**src/rtl/disp_pkg.sv**
```systemverilog
package disp_pkg;
  localparam int unsigned BUS_W  = 16;
  localparam int unsigned CHAR_W = 8;
  localparam logic [BUS_W-1:0] STAT_ADDR = 16'hFE04;
  localparam logic [BUS_W-1:0] DATA_ADDR = 16'hFE06;

  typedef enum logic [1:0] {
    SEL_NONE = 2'd0,
    SEL_STAT = 2'd1,
    SEL_DATA = 2'd2
  } port_sel_e;
endpackage

```
**src/rtl/disp_addr_dec.sv**
```systemverilog
module disp_addr_dec
  import disp_pkg::*;
#(
  parameter int unsigned          BUS_W     = 16,
  parameter logic [BUS_W-1:0]     STAT_ADDR = 16'hFE04,
  parameter logic [BUS_W-1:0]     DATA_ADDR = 16'hFE06
) (
  input  logic [BUS_W-1:0] addr_i,
  input  logic             we_i,
  output port_sel_e        sel_o,
  output logic             wr_data_o
);
  always_comb begin
    if (addr_i == STAT_ADDR)      sel_o = SEL_STAT;
    else if (addr_i == DATA_ADDR) sel_o = SEL_DATA;
    else                          sel_o = SEL_NONE;
  end

  assign wr_data_o = we_i && (sel_o == SEL_DATA);
endmodule

```
**src/rtl/disp_ready_ctl.sv**
```systemverilog
module disp_ready_ctl (
  input  logic clk_i,
  input  logic rst_ni,
  input  logic wr_data_i,
  input  logic done_i,
  output logic ready_o,
  output logic accept_o
);
  logic ready_q;

  assign accept_o = wr_data_i && ready_q;
  assign ready_o  = ready_q;

  // accepted write wins over a coincident done
  always_ff @(posedge clk_i or negedge rst_ni) begin
    if (!rst_ni)       ready_q <= 1'b1;
    else if (accept_o) ready_q <= 1'b0;
    else if (done_i)   ready_q <= 1'b1;
  end

  assert_accept_clears_R3: assert property (@(posedge clk_i) disable iff (!rst_ni)
    (wr_data_i && ready_q) |=> !ready_q);

  assert_busy_holds_R5: assert property (@(posedge clk_i) disable iff (!rst_ni)
    (wr_data_i && !ready_q && !done_i) |=> !ready_q);

  assert_done_sets_R6: assert property (@(posedge clk_i) disable iff (!rst_ni)
    (!ready_q && done_i) |=> ready_q);
endmodule

```
**src/rtl/disp_char_launch.sv**
```systemverilog
module disp_char_launch #(
  parameter int unsigned CHAR_W = 8
) (
  input  logic              clk_i,
  input  logic              rst_ni,
  input  logic              accept_i,
  input  logic [CHAR_W-1:0] char_i,
  output logic              valid_o,
  output logic [CHAR_W-1:0] char_o
);
  logic              valid_q;
  logic [CHAR_W-1:0] char_q;

  always_ff @(posedge clk_i or negedge rst_ni) begin
    if (!rst_ni) begin
      valid_q <= 1'b0;
      char_q  <= '0;
    end else begin
      valid_q <= accept_i;
      if (accept_i) char_q <= char_i;
    end
  end

  assign valid_o = valid_q;
  assign char_o  = char_q;

  assert_launch_char_R4: assert property (@(posedge clk_i) disable iff (!rst_ni)
    accept_i |=> (valid_q && char_q == $past(char_i)));

  assert_char_hold_R5: assert property (@(posedge clk_i) disable iff (!rst_ni)
    !accept_i |=> $stable(char_q));
endmodule

```
**src/rtl/disp_out_port.sv**
```systemverilog
module disp_out_port
  import disp_pkg::*;
#(
  parameter int unsigned      BUS_W     = 16,
  parameter int unsigned      CHAR_W    = 8,
  parameter logic [BUS_W-1:0] STAT_ADDR = 16'hFE04,
  parameter logic [BUS_W-1:0] DATA_ADDR = 16'hFE06
) (
  input  logic              clk_i,
  input  logic              rst_ni,
  input  logic [BUS_W-1:0]  bus_addr_i,
  input  logic [BUS_W-1:0]  bus_wdata_i,
  input  logic              bus_we_i,
  output logic [BUS_W-1:0]  bus_rdata_o,
  output logic              dev_valid_o,
  output logic [CHAR_W-1:0] dev_char_o,
  input  logic              dev_done_i
);
  localparam int unsigned READY_POS = BUS_W - 1;

  port_sel_e sel;
  logic      wr_data;
  logic      ready;
  logic      accept;

  disp_addr_dec #(
    .BUS_W    (BUS_W),
    .STAT_ADDR(STAT_ADDR),
    .DATA_ADDR(DATA_ADDR)
  ) u_dec (
    .addr_i   (bus_addr_i),
    .we_i     (bus_we_i),
    .sel_o    (sel),
    .wr_data_o(wr_data)
  );

  disp_ready_ctl u_rdy (
    .clk_i    (clk_i),
    .rst_ni   (rst_ni),
    .wr_data_i(wr_data),
    .done_i   (dev_done_i),
    .ready_o  (ready),
    .accept_o (accept)
  );

  disp_char_launch #(.CHAR_W(CHAR_W)) u_launch (
    .clk_i   (clk_i),
    .rst_ni  (rst_ni),
    .accept_i(accept),
    .char_i  (bus_wdata_i[CHAR_W-1:0]),
    .valid_o (dev_valid_o),
    .char_o  (dev_char_o)
  );

  always_comb begin
    bus_rdata_o = '0;
    if (sel == SEL_STAT) bus_rdata_o[READY_POS] = ready;
  end

  assert_valid_single_R4: assert property (@(posedge clk_i) disable iff (!rst_ni)
    dev_valid_o |=> !dev_valid_o);

  assert_valid_while_busy_R3: assert property (@(posedge clk_i) disable iff (!rst_ni)
    dev_valid_o |-> !ready);

  assert_other_write_R7: assert property (@(posedge clk_i) disable iff (!rst_ni)
    (bus_we_i && bus_addr_i != DATA_ADDR && !dev_done_i) |=>
      (!dev_valid_o && $stable(dev_char_o) && ready == $past(ready)));

  assert_idle_done_R8: assert property (@(posedge clk_i) disable iff (!rst_ni)
    (ready && dev_done_i && !wr_data) |=> (ready && !dev_valid_o));
endmodule

```
**config.mk**
```make
export PLATFORM = sky130hd
export DESIGN_NAME = disp_out_port
export DESIGN_NICKNAME = d
export VERILOG_FILES = /design/src/rtl/disp_pkg.sv /design/src/rtl/disp_addr_dec.sv /design/src/rtl/disp_ready_ctl.sv /design/src/rtl/disp_char_launch.sv /design/src/rtl/disp_out_port.sv
export SDC_FILE = /design/constraint.sdc
export NUM_CORES = 1
export LEC_CHECK = 0
export BUFFER_PORTS_ARGS = -buffer_cell sky130_fd_sc_hd__clkbuf_2
export CAP_MARGIN = 20
export CORE_MARGIN = 5
export CORE_UTILIZATION = 37
export DETAILED_ROUTE_END_ITERATION = 7
export PLACE_DENSITY = 0.86
export SLEW_MARGIN = 10
export SYNTH_ARGS = -nofsm -noshare
export SYNTH_HDL_FRONTEND = slang
export SYNTH_SLANG_ARGS = --single-unit
```
**constraint.sdc**
```tcl
create_clock -name clk_i -period 2.6 [get_ports clk_i]
set_clock_uncertainty 0.2 [all_clocks]
set_input_delay 0.26 -clock clk_i [delete_from_list [all_inputs] [get_ports clk_i]]
set_output_delay 0.26 -clock clk_i [all_outputs]
set_load 0.01 [all_outputs]
```
# Yosys cells after proc, flatten, opt, wreduce, memory -nomap -nowiden
# Index checks and enable logic that the tools add are counted.
dict set report totals {
  word_cells 15
  ff_bits 10
  in_bits 36
  out_inout_bits 25
}
dict set report op_classes {
  reduce_logical 3
  n_mux 5
  n_eq_ne 4
}
# operator count
set op_table {}
lappend op_table {{16-bit equality test, second input constant} 2}
lappend op_table {{2-bit two-way mux} 2}
lappend op_table {{1-bit two-way mux} 3}
lappend op_table {{2-bit by 1-bit equality test with 1-bit output, second input constant} 1}
lappend op_table {{2-bit equality test, second input constant} 1}
lappend op_table {{1-bit logical AND} 2}
lappend op_table {{2-bit nonzero test} 1}

# Depth between registers and ports, before layout
dict set report depth {
  ltp_word 7
  mapped_depth 4
  depth_no_buf 4
}

# Cells and area by module
# A second synthesis with hierarchy kept.
dict set report unflattened {
  hier_cells 47
  hier_area_um2 596.8
}
# module instances seq_area_each_um2 cells_each area_per_inst_um2
set modules_own_cells {}
lappend modules_own_cells {disp_char_launch 1 225.2 18 356.6}
lappend modules_own_cells {disp_out_port 1 0.0 17 125.1}
lappend modules_own_cells {disp_addr_dec 1 0.0 8 67.6}
lappend modules_own_cells {disp_ready_ctl 1 26.3 4 47.5}

# Worst setup path before layout
# No wires, ideal clock.
dict set report synth_timing {
  kind {flip-flop to flip-flop}
  start {register u_rdy.ready_q, in the netlist u_rdy.ready_o}
  end {register u_launch.char_q[0], in the netlist u_launch.char_o[0]}
  period_less_slack_ps 1760
  path_buffers 0
  setup_slack_ps 840
  arrival_ps 1435
  setup_ps 125
  required_time_ps 2275
  path_stages_with_launch 5
  cell_sequence {dfstp_2 and4bb_2 nand4_4 nor2_8 mux2_4}
}
dict set report synth_via {
  elab_chain_len 1
}
# element line_no
set synth_rtl {}
lappend synth_rtl {{start, declared} disp_ready_ctl.sv:9} ;# logic ready_q;
lappend synth_rtl {{start signal, assigned} disp_ready_ctl.sv:16} ;# if (!rst_ni) ready_q <= 1'b1;
lappend synth_rtl {{start signal, assigned} disp_ready_ctl.sv:17} ;# else if (accept_o) ready_q <= 1'b0;
lappend synth_rtl {{start signal, assigned} disp_ready_ctl.sv:18} ;# else if (done_i) ready_q <= 1'b1;
lappend synth_rtl {{1-bit logical AND} disp_ready_ctl.sv:11} ;# assign accept_o = wr_data_i && ready_q;
lappend synth_rtl {{named net accept} disp_out_port.sv:24} ;# logic accept;
lappend synth_rtl {{end signal, assigned} disp_char_launch.sv:20} ;# if (accept_i) char_q <= char_i;
lappend synth_rtl {{end, declared} disp_char_launch.sv:12} ;# logic [CHAR_W-1:0] char_q;
# The timed path passes the listed nets, and every way through them passes these cells.
# A chain may end at the register's enable or synchronous reset.

# Final worst setup path
dict set report layout_timing {
  start {register u_rdy.ready_q, in the netlist u_rdy.ready_o}
  end {output bus_rdata_o[15]}
}
dict set report layout_via {
  elab_chain_len 1
}
# element line_no
set layout_rtl {}
lappend layout_rtl {{1-bit two-way mux} disp_out_port.sv:57} ;# if (sel == SEL_STAT) bus_rdata_o[READY_POS] = ready;
lappend layout_rtl {{end, declared} disp_out_port.sv:14} ;# output logic [BUS_W-1:0] bus_rdata_o,
# Every way passes these cells.

==> out/metrics.yaml <==
timing:
  worst_slack_ns: 0.678
  period_share_pct: 73.9
  finalHoldViolations: 0
  fmax_mhz: 520
  timing.setup.tns_ns: 0
  period_needed_ns: 1.92
  rsz0062_at_grt: "false"
  finalMaxSlewViolations: 0
  final-setup-viol-count: 0
min_path:
  hp-class: "in2reg"
  min_to: "u_launch.char_o[2]"
  hp-start: "bus_wdata_i[2]"
  holdPathStages: 2
finish:
  n_antenna_cell: 0
  syn_to_final_growth_pct: 33.5
  nets: 123
  layout-drive-gt1-share_pct: 62.8
  fillers: 135
power:
  irDropWorstVdd_mv: 0.228
  p_leak_nw: 0.491
  powerDensity_nw_per_um2: 425
logic_synthesis:
  synth.area.top_cells: "dfrtp_1 (38%), mux2_4 (20%), buf_4 (19%), dfstp_2 (4.4%), nor4b_4 (4.0%)"
  ys.flop_type: "dfrtp_1"
  yosys.area.top_type: "dfrtp_1"
  postSynthAreaPerCell_um2: 13.6
  yosys-top-cells-count: "buf_4 (15), dfrtp_1 (9), mux2_4 (8)"
  synth-compound-area-share_pct: 0
  synth_top_area_share_pct: 37.5
  syn_inst: 44
  seq_area_frac_synth_pct: 41.9
  muxShareOfSynthArea_pct: 20.0
  synth_xor_area_share_pct: 0
  synth-edff-count: 0
  ys_ff_latch: 10
  ys_types: 12
  synth_area_um2: 601
  yosys_warnings: 0
  synth_most_common_cell: "buf_4"
  synthAdderAreaFrac_pct: 0
  synth_top_family_by_area: "multiplexers"
  synthArstFlopShare_pct: 100
  yosys.area_share.simple_pct: 18.8
critical_path:
  rrSetupSlack_ns: 0.74
  required_ns: 2.14
  path_cells: "and4bb_2, nand4_4, nor2_1, clkbuf_2"
  r2r-end: "u_launch.char_o[7]"
  crit_path_max_incr_delay_ns: 0.54
  endpoint_kind: "output pin"
  ff2ff_path_depth: 4
  start_kind: "flop"
  slowest_stage: "dfstp_2"
  cp_data_arrival_time_ns: 1.46
  r2r-start: "u_rdy.ready_o"
  setup.worst_path.class: "reg2out"
  critical_path.max_fanout: 2
  crit_path_start: "u_rdy.ready_o"
route:
  top_layer: "met3"
  vias: 430
  wl_per_cell_um: 13.7
  met2_length_um: 833
  postRouteAntennaNets: 0
  avgViaCountPerCell: 4.22
  m1WireLength_um: 431
  firstDrtPassIters: 2
  wl_met3_um: 137
  drt-initial-drc-count: 5
  wl_mm: 1.40
  drc_errors: 0
clock_tree:
  numCtsBuffers: 3
  cts_tree: "done"
  cts_root_buf: "clkbuf_4"
  cts.sink_count: 10
  cts_hold_buf: 1
  clockBufferDepth: 2
  cts-resized-gates: 0
  worstSkewPairLatency_ns: 0.26
  htreeDepth: 1
  clk_pin_slew_ns: 0.08
  cts_setup_buffers: 0
floorplanning:
  pin_count: 61
  die_w_um: 50.3
  die_h_um: 50.3
  initial_utilization_pct: 39.4
  rows: 14
  core-area_um2: 1520
  dieArea_um2: 2530
run:
  drv_cap: 0
placed_design:
  hpwlAfterDp_mm: 1.11
  place_congestion: 0.725
  dp_slack_ns: 0.746
  port_buffers: 37
global_routing:
  grt_pass1_vias: 464
  grt_pass1_wl_mm: 2.08
  grt_usage_pct: 10.8
  antenna_found_initial: 0
  gr-total-overflow: 0
  grt_max_degree: 11
run_status:
  status: "completed"
[flip-flops by register name (all words and copies together) (netlist names)]
signal / cells
u_launch.char_o: 8
u_launch.valid_o: 1
u_rdy.ready_o: 1
[report_power, final]
part	leakage, nW	switching (W)	internal [W]	total, W
combinational	0.334	0.0000231	0.0000196	0.0000427
clock	0.0210	0.0000574	0.0000848	0.000142
sequential	0.136	0.0000000243	0.000156	0.000156
total	0.491	0.0000806	0.000260	0.000341
[critical path, delay by kind of cell, from the launching register on]
kind	cells	cell delay [ns]
buffers and inverters	1	0.14
flip-flops	1	0.54
AND/OR/NAND/NOR	3	0.52
[per-stage QoR]
step	hold WS, ns	util, %	cell area (um^2)	total power (W)	cells
after detailed placement	-0.0632	48.9	746	0.000198	96
final	0.0268	52.6	802	0.000341	102
after global placement	-0.0717	48.9	746	0.000196	96
after global routing	0.0280	52.6	802	0.000353	102
after CTS	0.00143	52.0	792	0.000340	101
after floorplan	-0.236	-	653	0.000191	58
[placed cells by master (no fill, tap or decap), drive strengths merged]
master and n:
clkbuf 41, conb 15, dfrtp 9, mux2 8, nor2 4, and4b 2, dlygate4sd3 2, nor4b 1
and4bb 1, nand4 1, nand2 1, dfstp 1
[metal layers]
metal	vias to the layer above	global-route usage, %
met3	0	2.96
met1	204	11.0
li1	203	-
met5	-	0
met4	0	1.28
met2	23	21.8
[area by class of cell]
type | count | area [um^2] | area share, %
tap | 16 | 20.0 | 2.50
sequential | 10 | 251 | 31.4
timing repair buffer | 39 | 205 | 25.6
clock buffer | 4 | 36.3 | 4.52
multi-input combinational | 33 | 289 | 36.0
[worst max-delay path by stage]
stage / endpoint / slack (ns) / cells past startpoint
2_1_floorplan: u_launch.char_o[0] / 0.84 / 4
3_5_place_dp: u_launch.char_o[6] / 0.75 / 4
6_report: bus_rdata_o[15] / 0.68 / 4
4_1_cts: bus_rdata_o[15] / 0.67 / 4
3_3_place_gp: u_launch.char_o[7] / 0.78 / 4
5_1_grt: bus_rdata_o[15] / 0.62 / 4
[logic make-up (layout without fill, tap and decap cells)]
group | after synthesis | count (layout)
DFF | 10 | 10
muxes | 8 | 8
other | 1 | 15
and+or+nand+nor | 10 | 10
buffers and inverters | 15 | 43
(Power assumes the default switching activity.)
